--- config.mk ---
export PLATFORM = sky130hd
export DESIGN_NAME = scan_port
export DESIGN_NICKNAME = d
export VERILOG_FILES = /design/src/rtl/tap_pkg.sv /design/src/rtl/tap_fsm.sv /design/src/rtl/tap_ir.sv /design/src/rtl/tap_serial_reg.sv /design/src/rtl/tap_bound_reg.sv /design/src/rtl/scan_port.sv
export SDC_FILE = /design/constraint.sdc
export NUM_CORES = 1
export LEC_CHECK = 0
export ABC_AREA = 1
export CAP_MARGIN = 20
export CORE_MARGIN = 3
export CORE_UTILIZATION = 30
export DETAILED_ROUTE_END_ITERATION = 10
export SLEW_MARGIN = 30
export SYNTH_ARGS = -nofsm -noshare
export SYNTH_HDL_FRONTEND = slang
export SYNTH_SLANG_ARGS = --single-unit
--- constraint.sdc ---
create_clock -name tck -period 2.3 [get_ports tck]
set_clock_uncertainty 0.05 [all_clocks]
set_input_delay 0.46 -clock tck [delete_from_list [all_inputs] [get_ports tck]]
set_output_delay 0.46 -clock tck [all_outputs]
set_load 0.02 [all_outputs]
--- src/rtl/tap_pkg.sv ---
package tap_pkg;
  localparam int IR_W = 5;

  typedef enum logic [3:0] {
    ST_RESET, ST_IDLE,
    ST_SEL_DR, ST_CAP_DR, ST_SH_DR, ST_EX1_DR, ST_PA_DR, ST_EX2_DR, ST_UP_DR,
    ST_SEL_IR, ST_CAP_IR, ST_SH_IR, ST_EX1_IR, ST_PA_IR, ST_EX2_IR, ST_UP_IR
  } tap_state_e;

  localparam logic [IR_W-1:0] OP_DRIVE_PADS = 5'b00000;
  localparam logic [IR_W-1:0] OP_IDENTIFY   = 5'b00001;
  localparam logic [IR_W-1:0] OP_SNAPSHOT   = 5'b00010;
  localparam logic [IR_W-1:0] OP_CORE_TEST  = 5'b00011;
  localparam logic [IR_W-1:0] OP_FLOAT_PADS = 5'b00101;
  localparam logic [IR_W-1:0] OP_PASS       = 5'b11111;
  localparam logic [IR_W-1:0] IR_CAPTURE    = 5'b00001;

  typedef enum logic [1:0] {PATH_PASS, PATH_ID, PATH_BOUND} dr_path_e;
  typedef enum logic [1:0] {PM_FUNC, PM_DRIVE, PM_FLOAT, PM_CORE} pin_mode_e;

  typedef struct packed {
    dr_path_e  path;
    pin_mode_e mode;
  } op_decode_t;

  function automatic op_decode_t decode_op(input logic [IR_W-1:0] op);
    op_decode_t d;
    case (op)
      OP_DRIVE_PADS: d = '{PATH_BOUND, PM_DRIVE};
      OP_IDENTIFY:   d = '{PATH_ID,    PM_FUNC};
      OP_SNAPSHOT:   d = '{PATH_BOUND, PM_FUNC};
      OP_CORE_TEST:  d = '{PATH_BOUND, PM_CORE};
      OP_FLOAT_PADS: d = '{PATH_PASS,  PM_FLOAT};
      default:       d = '{PATH_PASS,  PM_FUNC};
    endcase
    return d;
  endfunction
endpackage

--- src/rtl/tap_fsm.sv ---
module tap_fsm
  import tap_pkg::*;
(
  input  logic       tck,
  input  logic       trst,
  input  logic       tms,
  output tap_state_e st
);
  tap_state_e nxt;

  always_comb begin
    case (st)
      ST_RESET:  nxt = tms ? ST_RESET  : ST_IDLE;
      ST_IDLE:   nxt = tms ? ST_SEL_DR : ST_IDLE;
      ST_SEL_DR: nxt = tms ? ST_SEL_IR : ST_CAP_DR;
      ST_CAP_DR: nxt = tms ? ST_EX1_DR : ST_SH_DR;
      ST_SH_DR:  nxt = tms ? ST_EX1_DR : ST_SH_DR;
      ST_EX1_DR: nxt = tms ? ST_UP_DR  : ST_PA_DR;
      ST_PA_DR:  nxt = tms ? ST_EX2_DR : ST_PA_DR;
      ST_EX2_DR: nxt = tms ? ST_UP_DR  : ST_SH_DR;
      ST_UP_DR:  nxt = tms ? ST_SEL_DR : ST_IDLE;
      ST_SEL_IR: nxt = tms ? ST_RESET  : ST_CAP_IR;
      ST_CAP_IR: nxt = tms ? ST_EX1_IR : ST_SH_IR;
      ST_SH_IR:  nxt = tms ? ST_EX1_IR : ST_SH_IR;
      ST_EX1_IR: nxt = tms ? ST_UP_IR  : ST_PA_IR;
      ST_PA_IR:  nxt = tms ? ST_EX2_IR : ST_PA_IR;
      ST_EX2_IR: nxt = tms ? ST_UP_IR  : ST_SH_IR;
      ST_UP_IR:  nxt = tms ? ST_SEL_DR : ST_IDLE;
      default:   nxt = ST_RESET;
    endcase
  end

  always_ff @(posedge tck) begin
    if (trst) st <= ST_RESET;
    else      st <= nxt;
  end
endmodule

--- src/rtl/tap_ir.sv ---
module tap_ir
  import tap_pkg::*;
(
  input  logic            tck,
  input  logic            trst,
  input  logic            tdi,
  input  tap_state_e      st,
  output logic [IR_W-1:0] ir_q,
  output logic            ir_so
);
  logic [IR_W-1:0] ir_sh;

  always_ff @(posedge tck) begin
    if (trst) begin
      ir_sh <= '0;
      ir_q  <= OP_IDENTIFY;
    end else begin
      case (st)
        ST_CAP_IR: ir_sh <= IR_CAPTURE;
        ST_SH_IR:  ir_sh <= {tdi, ir_sh[IR_W-1:1]};
        ST_UP_IR:  ir_q  <= ir_sh;
        ST_RESET:  ir_q  <= OP_IDENTIFY;
        default:   ;
      endcase
    end
  end

  assign ir_so = ir_sh[0];
endmodule

--- src/rtl/tap_serial_reg.sv ---
module tap_serial_reg #(
  parameter int           W       = 32,
  parameter logic [W-1:0] CAP_VAL = '0
) (
  input  logic tck,
  input  logic trst,
  input  logic cap_en,
  input  logic sh_en,
  input  logic tdi,
  output logic so
);
  logic [W-1:0] sh;

  generate
    if (W == 1) begin : g_single
      always_ff @(posedge tck) begin
        if (trst)        sh <= CAP_VAL;
        else if (cap_en) sh <= CAP_VAL;
        else if (sh_en)  sh <= tdi;
      end
    end else begin : g_multi
      always_ff @(posedge tck) begin
        if (trst)        sh <= CAP_VAL;
        else if (cap_en) sh <= CAP_VAL;
        else if (sh_en)  sh <= {tdi, sh[W-1:1]};
      end
    end
  endgenerate

  assign so = sh[0];
endmodule

--- src/rtl/tap_bound_reg.sv ---
module tap_bound_reg #(
  parameter int N_IN  = 4,
  parameter int N_OUT = 4,
  localparam int LEN  = N_IN + 2 * N_OUT
) (
  input  logic           tck,
  input  logic           trst,
  input  logic           tdi,
  input  logic           cap_en,
  input  logic           sh_en,
  input  logic           up_en,
  input  logic [LEN-1:0] cap_vec,
  output logic [LEN-1:0] upd_q,
  output logic           so
);
  logic [LEN:0] chain;
  assign chain[LEN] = tdi;

  for (genvar i = 0; i < LEN; i++) begin : g_cell
    logic sh_b;
    logic up_b;
    always_ff @(posedge tck) begin
      if (trst) begin
        sh_b <= 1'b0;
        up_b <= 1'b0;
      end else begin
        if (cap_en)     sh_b <= cap_vec[i];
        else if (sh_en) sh_b <= chain[i+1];
        if (up_en)      up_b <= sh_b;
      end
    end
    assign chain[i] = sh_b;
    assign upd_q[i] = up_b;
  end

  assign so = chain[0];
endmodule

--- src/rtl/scan_port.sv ---
module scan_port
  import tap_pkg::*;
#(
  parameter int          N_IN      = 4,
  parameter int          N_OUT     = 4,
  parameter logic [31:0] DEVICE_ID = 32'h1A5C_E0B3
) (
  input  logic             tck,
  input  logic             trst,
  input  logic             tms,
  input  logic             tdi,
  output logic             tdo,
  output logic             tdo_en,
  input  logic             sys_rst,
  input  logic [N_IN-1:0]  pin_in,
  output logic [N_IN-1:0]  core_in,
  input  logic [N_OUT-1:0] core_out,
  input  logic [N_OUT-1:0] core_oe,
  output logic [N_OUT-1:0] pin_out,
  output logic [N_OUT-1:0] pin_oe,
  output logic             core_reset_req
);
  localparam int LEN    = N_IN + 2 * N_OUT;
  localparam int OUT_LO = N_IN;
  localparam int OE_LO  = N_IN + N_OUT;

  tap_state_e      st;
  logic [IR_W-1:0] ir_q;
  logic            ir_so;
  op_decode_t      dec;
  logic            cap_dr, sh_dr, up_dr;
  logic            sel_pass, sel_id, sel_bound;
  logic            pass_so, id_so, bound_so, dr_so;
  logic [LEN-1:0]  upd_q;
  logic            in_core_q;

  tap_fsm u_fsm (.tck(tck), .trst(trst), .tms(tms), .st(st));

  tap_ir u_ir (.tck(tck), .trst(trst), .tdi(tdi), .st(st), .ir_q(ir_q), .ir_so(ir_so));

  assign dec       = decode_op(ir_q);
  assign cap_dr    = (st == ST_CAP_DR);
  assign sh_dr     = (st == ST_SH_DR);
  assign up_dr     = (st == ST_UP_DR);
  assign sel_pass  = (dec.path == PATH_PASS);
  assign sel_id    = (dec.path == PATH_ID);
  assign sel_bound = (dec.path == PATH_BOUND);

  tap_serial_reg #(.W(1), .CAP_VAL(1'b0)) u_pass (
    .tck(tck), .trst(trst), .cap_en(cap_dr & sel_pass), .sh_en(sh_dr & sel_pass),
    .tdi(tdi), .so(pass_so)
  );

  tap_serial_reg #(.W(32), .CAP_VAL(DEVICE_ID)) u_id (
    .tck(tck), .trst(trst), .cap_en(cap_dr & sel_id), .sh_en(sh_dr & sel_id),
    .tdi(tdi), .so(id_so)
  );

  tap_bound_reg #(.N_IN(N_IN), .N_OUT(N_OUT)) u_bound (
    .tck(tck), .trst(trst), .tdi(tdi),
    .cap_en(cap_dr & sel_bound), .sh_en(sh_dr & sel_bound), .up_en(up_dr & sel_bound),
    .cap_vec({core_oe, core_out, pin_in}), .upd_q(upd_q), .so(bound_so)
  );

  always_comb begin
    case (dec.path)
      PATH_ID:    dr_so = id_so;
      PATH_BOUND: dr_so = bound_so;
      default:    dr_so = pass_so;
    endcase
  end

  // pad steering by decoded mode
  always_comb begin
    core_in = pin_in;
    pin_out = core_out;
    pin_oe  = core_oe;
    case (dec.mode)
      PM_DRIVE: begin
        pin_out = upd_q[OUT_LO +: N_OUT];
        pin_oe  = upd_q[OE_LO +: N_OUT];
      end
      PM_FLOAT: pin_oe = '0;
      PM_CORE: begin
        core_in = upd_q[N_IN-1:0];
        pin_out = upd_q[OUT_LO +: N_OUT];
        pin_oe  = upd_q[OE_LO +: N_OUT];
      end
      default: ;
    endcase
  end

  // serial output on the falling edge
  always_ff @(negedge tck) begin
    if (trst) begin
      tdo    <= 1'b0;
      tdo_en <= 1'b0;
    end else if (st == ST_SH_IR) begin
      tdo    <= ir_so;
      tdo_en <= 1'b1;
    end else if (st == ST_SH_DR) begin
      tdo    <= dr_so;
      tdo_en <= 1'b1;
    end else begin
      tdo    <= 1'b0;
      tdo_en <= 1'b0;
    end
  end

  // reset request after core-test is left
  always_ff @(posedge tck) begin
    in_core_q <= (ir_q == OP_CORE_TEST);
    if (sys_rst)
      core_reset_req <= 1'b0;
    else if (in_core_q && (ir_q != OP_CORE_TEST))
      core_reset_req <= 1'b1;
  end
endmodule

==> run metrics, run 1 <==
post-route ant nets=0; Unique masters post-synth=27; top cell type's share of synthesized area=44.18%; CTS clk-pin slew, worst paths=60 ps; post-DR wirelength/cell=11.57 µm; number of synthesized flops with an enable pin=0; WP data arrival=1630 ps; Antenna diodes=0; share of layout cells above drive strength 1=16.67%; CP endpoint kind=flip-flop; Remaining Overflow, GRT=0; largest net degree at the start of global routing=33; Max VDD drop=275.3 µV; Compound-Gate Fraction of Synth Area=13.14%; Worst-Skew Late Latency=330 ps; dpl cells=656; #FFs+latches synth=75; Via density=4.593; Area contributors post-synth=dfxtp_1 44%, nand2_1 18%, a21oi_1 8.2%, nand3_1 5.3%, inv_1 5.1%; WP data required=1360 ps; RSZ-0062 raised after global routing=yes; fin area=4315 µm²; Yosys top cell by area=dfxtp_1; Clock Tree Buf Depth=2; crit path from=u_ir.ir_q[0]; CTS Sinks=75; sequential fraction of the synthesis area=44.18%; Synthesized Nets=502; CP max stage cell=dfxtp_2; crit path max fanout=3; post-synthesis mux area share=0%; Setup WS pre-CTS=-345.6 ps; Synth Instances=482; CTS tree=done; Die W=112.4 µm; max-cap violation count=0; gp weighted congestion=0.8174; number of antenna violations at the first check in global routing=0; path length in cells of the critical path=9; Worst Path Buf+Inv=3; adder-cell share of the synthesized area=1.105%; number of global-route vias before repair=2961; synth cell count leaders=166 x nand2_1, 75 x dfxtp_1, 56 x a21oi_1; failing checks=negative setup slack; first-pass GRT wire length=13320 µm; Post-Synth Simple-Gate Area=31.63%; measured slew at the worst slew-check pin=490.5 ps; FFs w/ async S/R, synth=0%; Initial DRC Count=158; Power per Cell Area=736.7 nW/µm²; total power=3179 µW; HP Class=reg -> reg; hpwl dp=5296 µm; Root Buffer Master=clkbuf_16; # DRC=0; I/O pin count=32; CP top delay family=simple AND/OR/NAND/NOR gates; Synth Area per Inst=7.050 µm²; Final setup viols=3; Startpoint Class=flip-flop; largest family of logic cells by synthesized area=simple AND/OR/NAND/NOR gates; cells on worst reg2reg path=9; Num CTS Buffers=9; hold_buf cts=0; Initial Utilization=31.08%; Hold Crit Depth=2; Leakage=0.001964 µW; Cell Count, Final, Fillers Out=674; WS Path Type=reg -> reg; die area=12640 µm²; most used cell, CP=inv_2; Port Buffer Count=31; Syn. warnings=0; Final Hold Viols=0; R2R Path Start=u_ir.ir_q[0]; Reg-to-Reg End=tdo; Routed WL=7801 µm; Nets=550; most common cell in the netlist=nand2_1; Largest stage delay, worst path=330 ps; drt first pass iters=4; area grow syn2layout=26.99%; # rows=38; CTS H-tree lvls=3; core area=10940 µm²; most used flip-flop cell after synthesis=dfxtp_1; Slew HR=67.25%; die height=112.4 µm; R2R Setup Slk=-270 ps; gr usage total=12.94%; Post-Synth XOR/XNOR Area=0%; Filler cells=1158; crit-path cells=inv_2 > nor2_4 > nand3_2 > nand2_4 > inv_4 > ha_4 > inv_2 > o211ai_1 > a21oi_1; area of the mapped netlist=3398 µm²; PnR worst setup slack=-266.8 ps; status=finished with violations; via count=3096; worst setup path endpoint=tdo; Slew Viols, Final=0; Placed Instance Area=3973 µm²
layer usage:
| layer | vias up | part of all wire, % | global-route usage [%] |
|---|---|---|---|
| li1 | 1619 | - | - |
| met1 | 1406 | 46 | 16.04 |
| met2 | 54 | 46 | 20.70 |
| met3 | 17 | 4.8 | 3.342 |
| met4 | 0 | 2.6 | 6.731 |
| met5 | - | 0 | 0 |
worst min-delay path by stage:
stage	startpoint	end	slack (ps)
after floorplan	u_bound.g_cell[0].up_b	u_bound.g_cell[0].up_b	380
after global placement	u_bound.g_cell[3].up_b	u_bound.g_cell[3].up_b	380
after detailed placement	u_bound.g_cell[3].up_b	u_bound.g_cell[3].up_b	390
after CTS	u_bound.g_cell[3].up_b	u_bound.g_cell[3].up_b	400
after global routing	u_bound.g_cell[3].up_b	u_bound.g_cell[3].up_b	410
final	u_bound.g_cell[3].up_b	u_bound.g_cell[3].up_b	390
worst register-to-register path, cell delays in order, from the launching register on:
cell and delay (ps):
dfxtp_2 330, inv_2 60, nor2_4 120, nand3_2 120, nand2_4 100, inv_4 40, ha_4 250, inv_2 30
o211ai_1 160, a21oi_1 80
registers in the layout (all words and copies together), names as in the netlist:
signal               flops
u_pass.so                1
in_core_q                1
u_ir.ir_q                5
core_reset_req           1
u_id.sh                 32
tdo                      1
u_bound.g_cell.up_b     12
u_fsm.st                 4
u_bound.g_cell.sh_b     11
tdo_en                   1
u_bound.so               1
u_ir.ir_sh               5
per-stage QoR:
step,TNS (ps),utilization (%),hold slack (ps)
after detailed placement,-1246,36.33,388.0
final,-598.4,39.46,394.2
after global placement,-881.1,36.33,383.9
after global routing,-768.2,39.46,413.3
after CTS,-603.1,39.37,396.9
after floorplan,-370.8,-,376.3
cell families after synthesis:
kind of cell | count (synthesis)
buf+inv | 72
simple gates | 247
compound gates | 85
fa+ha+maj | 3
flops | 75
final cells by class:
type | instances | area, µm² | share of cell area [%]
well taps | 140 | 175.2 | 4.059
inverters | 52 | 198.9 | 4.610
clock inverters | 7 | 110.1 | 2.551
clock buffers | 10 | 229.0 | 5.306
repair buffers | 55 | 466.7 | 10.81
multi-input cells | 335 | 1629 | 37.75
flip-flops and latches | 75 | 1506 | 34.91
timing repair:
| action | in CTS | in global routing |
|---|---|---|
| pin swaps | 3 | 4 |
| hold endpoints to repair | 0 | 0 |
| setup endpoints to repair | 15 | 11 |
| gates resized for setup | 63 | 6 |
| setup buffers | 2 | 0 |
power by group:
part           internal (µW)  switching, µW  total (µW)
Sequential              1310           10.2        1320
Clock                   1060            533        1590
Combinational            108            159         267
cell usage in the layout, fill, tap and decap left out, drive strengths merged:
master	synthesis	final
nand3b	1	1
dfxtp	75	75
clkinvlp	0	1
nor2	29	29
clkinv	2	3
bufinv	0	3
ha	3	3
inv	51	52
clkbuf	3	10
or2	4	4
nand2	173	173
dlygate4sd2	0	4
and3	1	1
nand4	3	3
o211ai	2	2
a211oi	2	2
a21oi	56	56
nand3	36	36
o21ai	25	25
buf	16	34
clkdlybuf4s50	0	17
No activity file was read; power rests on OpenSTA's default activity.
==> run 2: changes to the inputs <==
--- a/config.mk
+++ b/config.mk
@@ -9,6 +9,7 @@
 export CAP_MARGIN = 20
 export CORE_MARGIN = 3
 export CORE_UTILIZATION = 30
+export CTS_CLUSTER_SIZE = 25
 export DETAILED_ROUTE_END_ITERATION = 10
 export SLEW_MARGIN = 30
 export SYNTH_ARGS = -nofsm -noshare
==> results of run 2 <==
No change in the layout: final DEF, timing and power equal those of run 1.
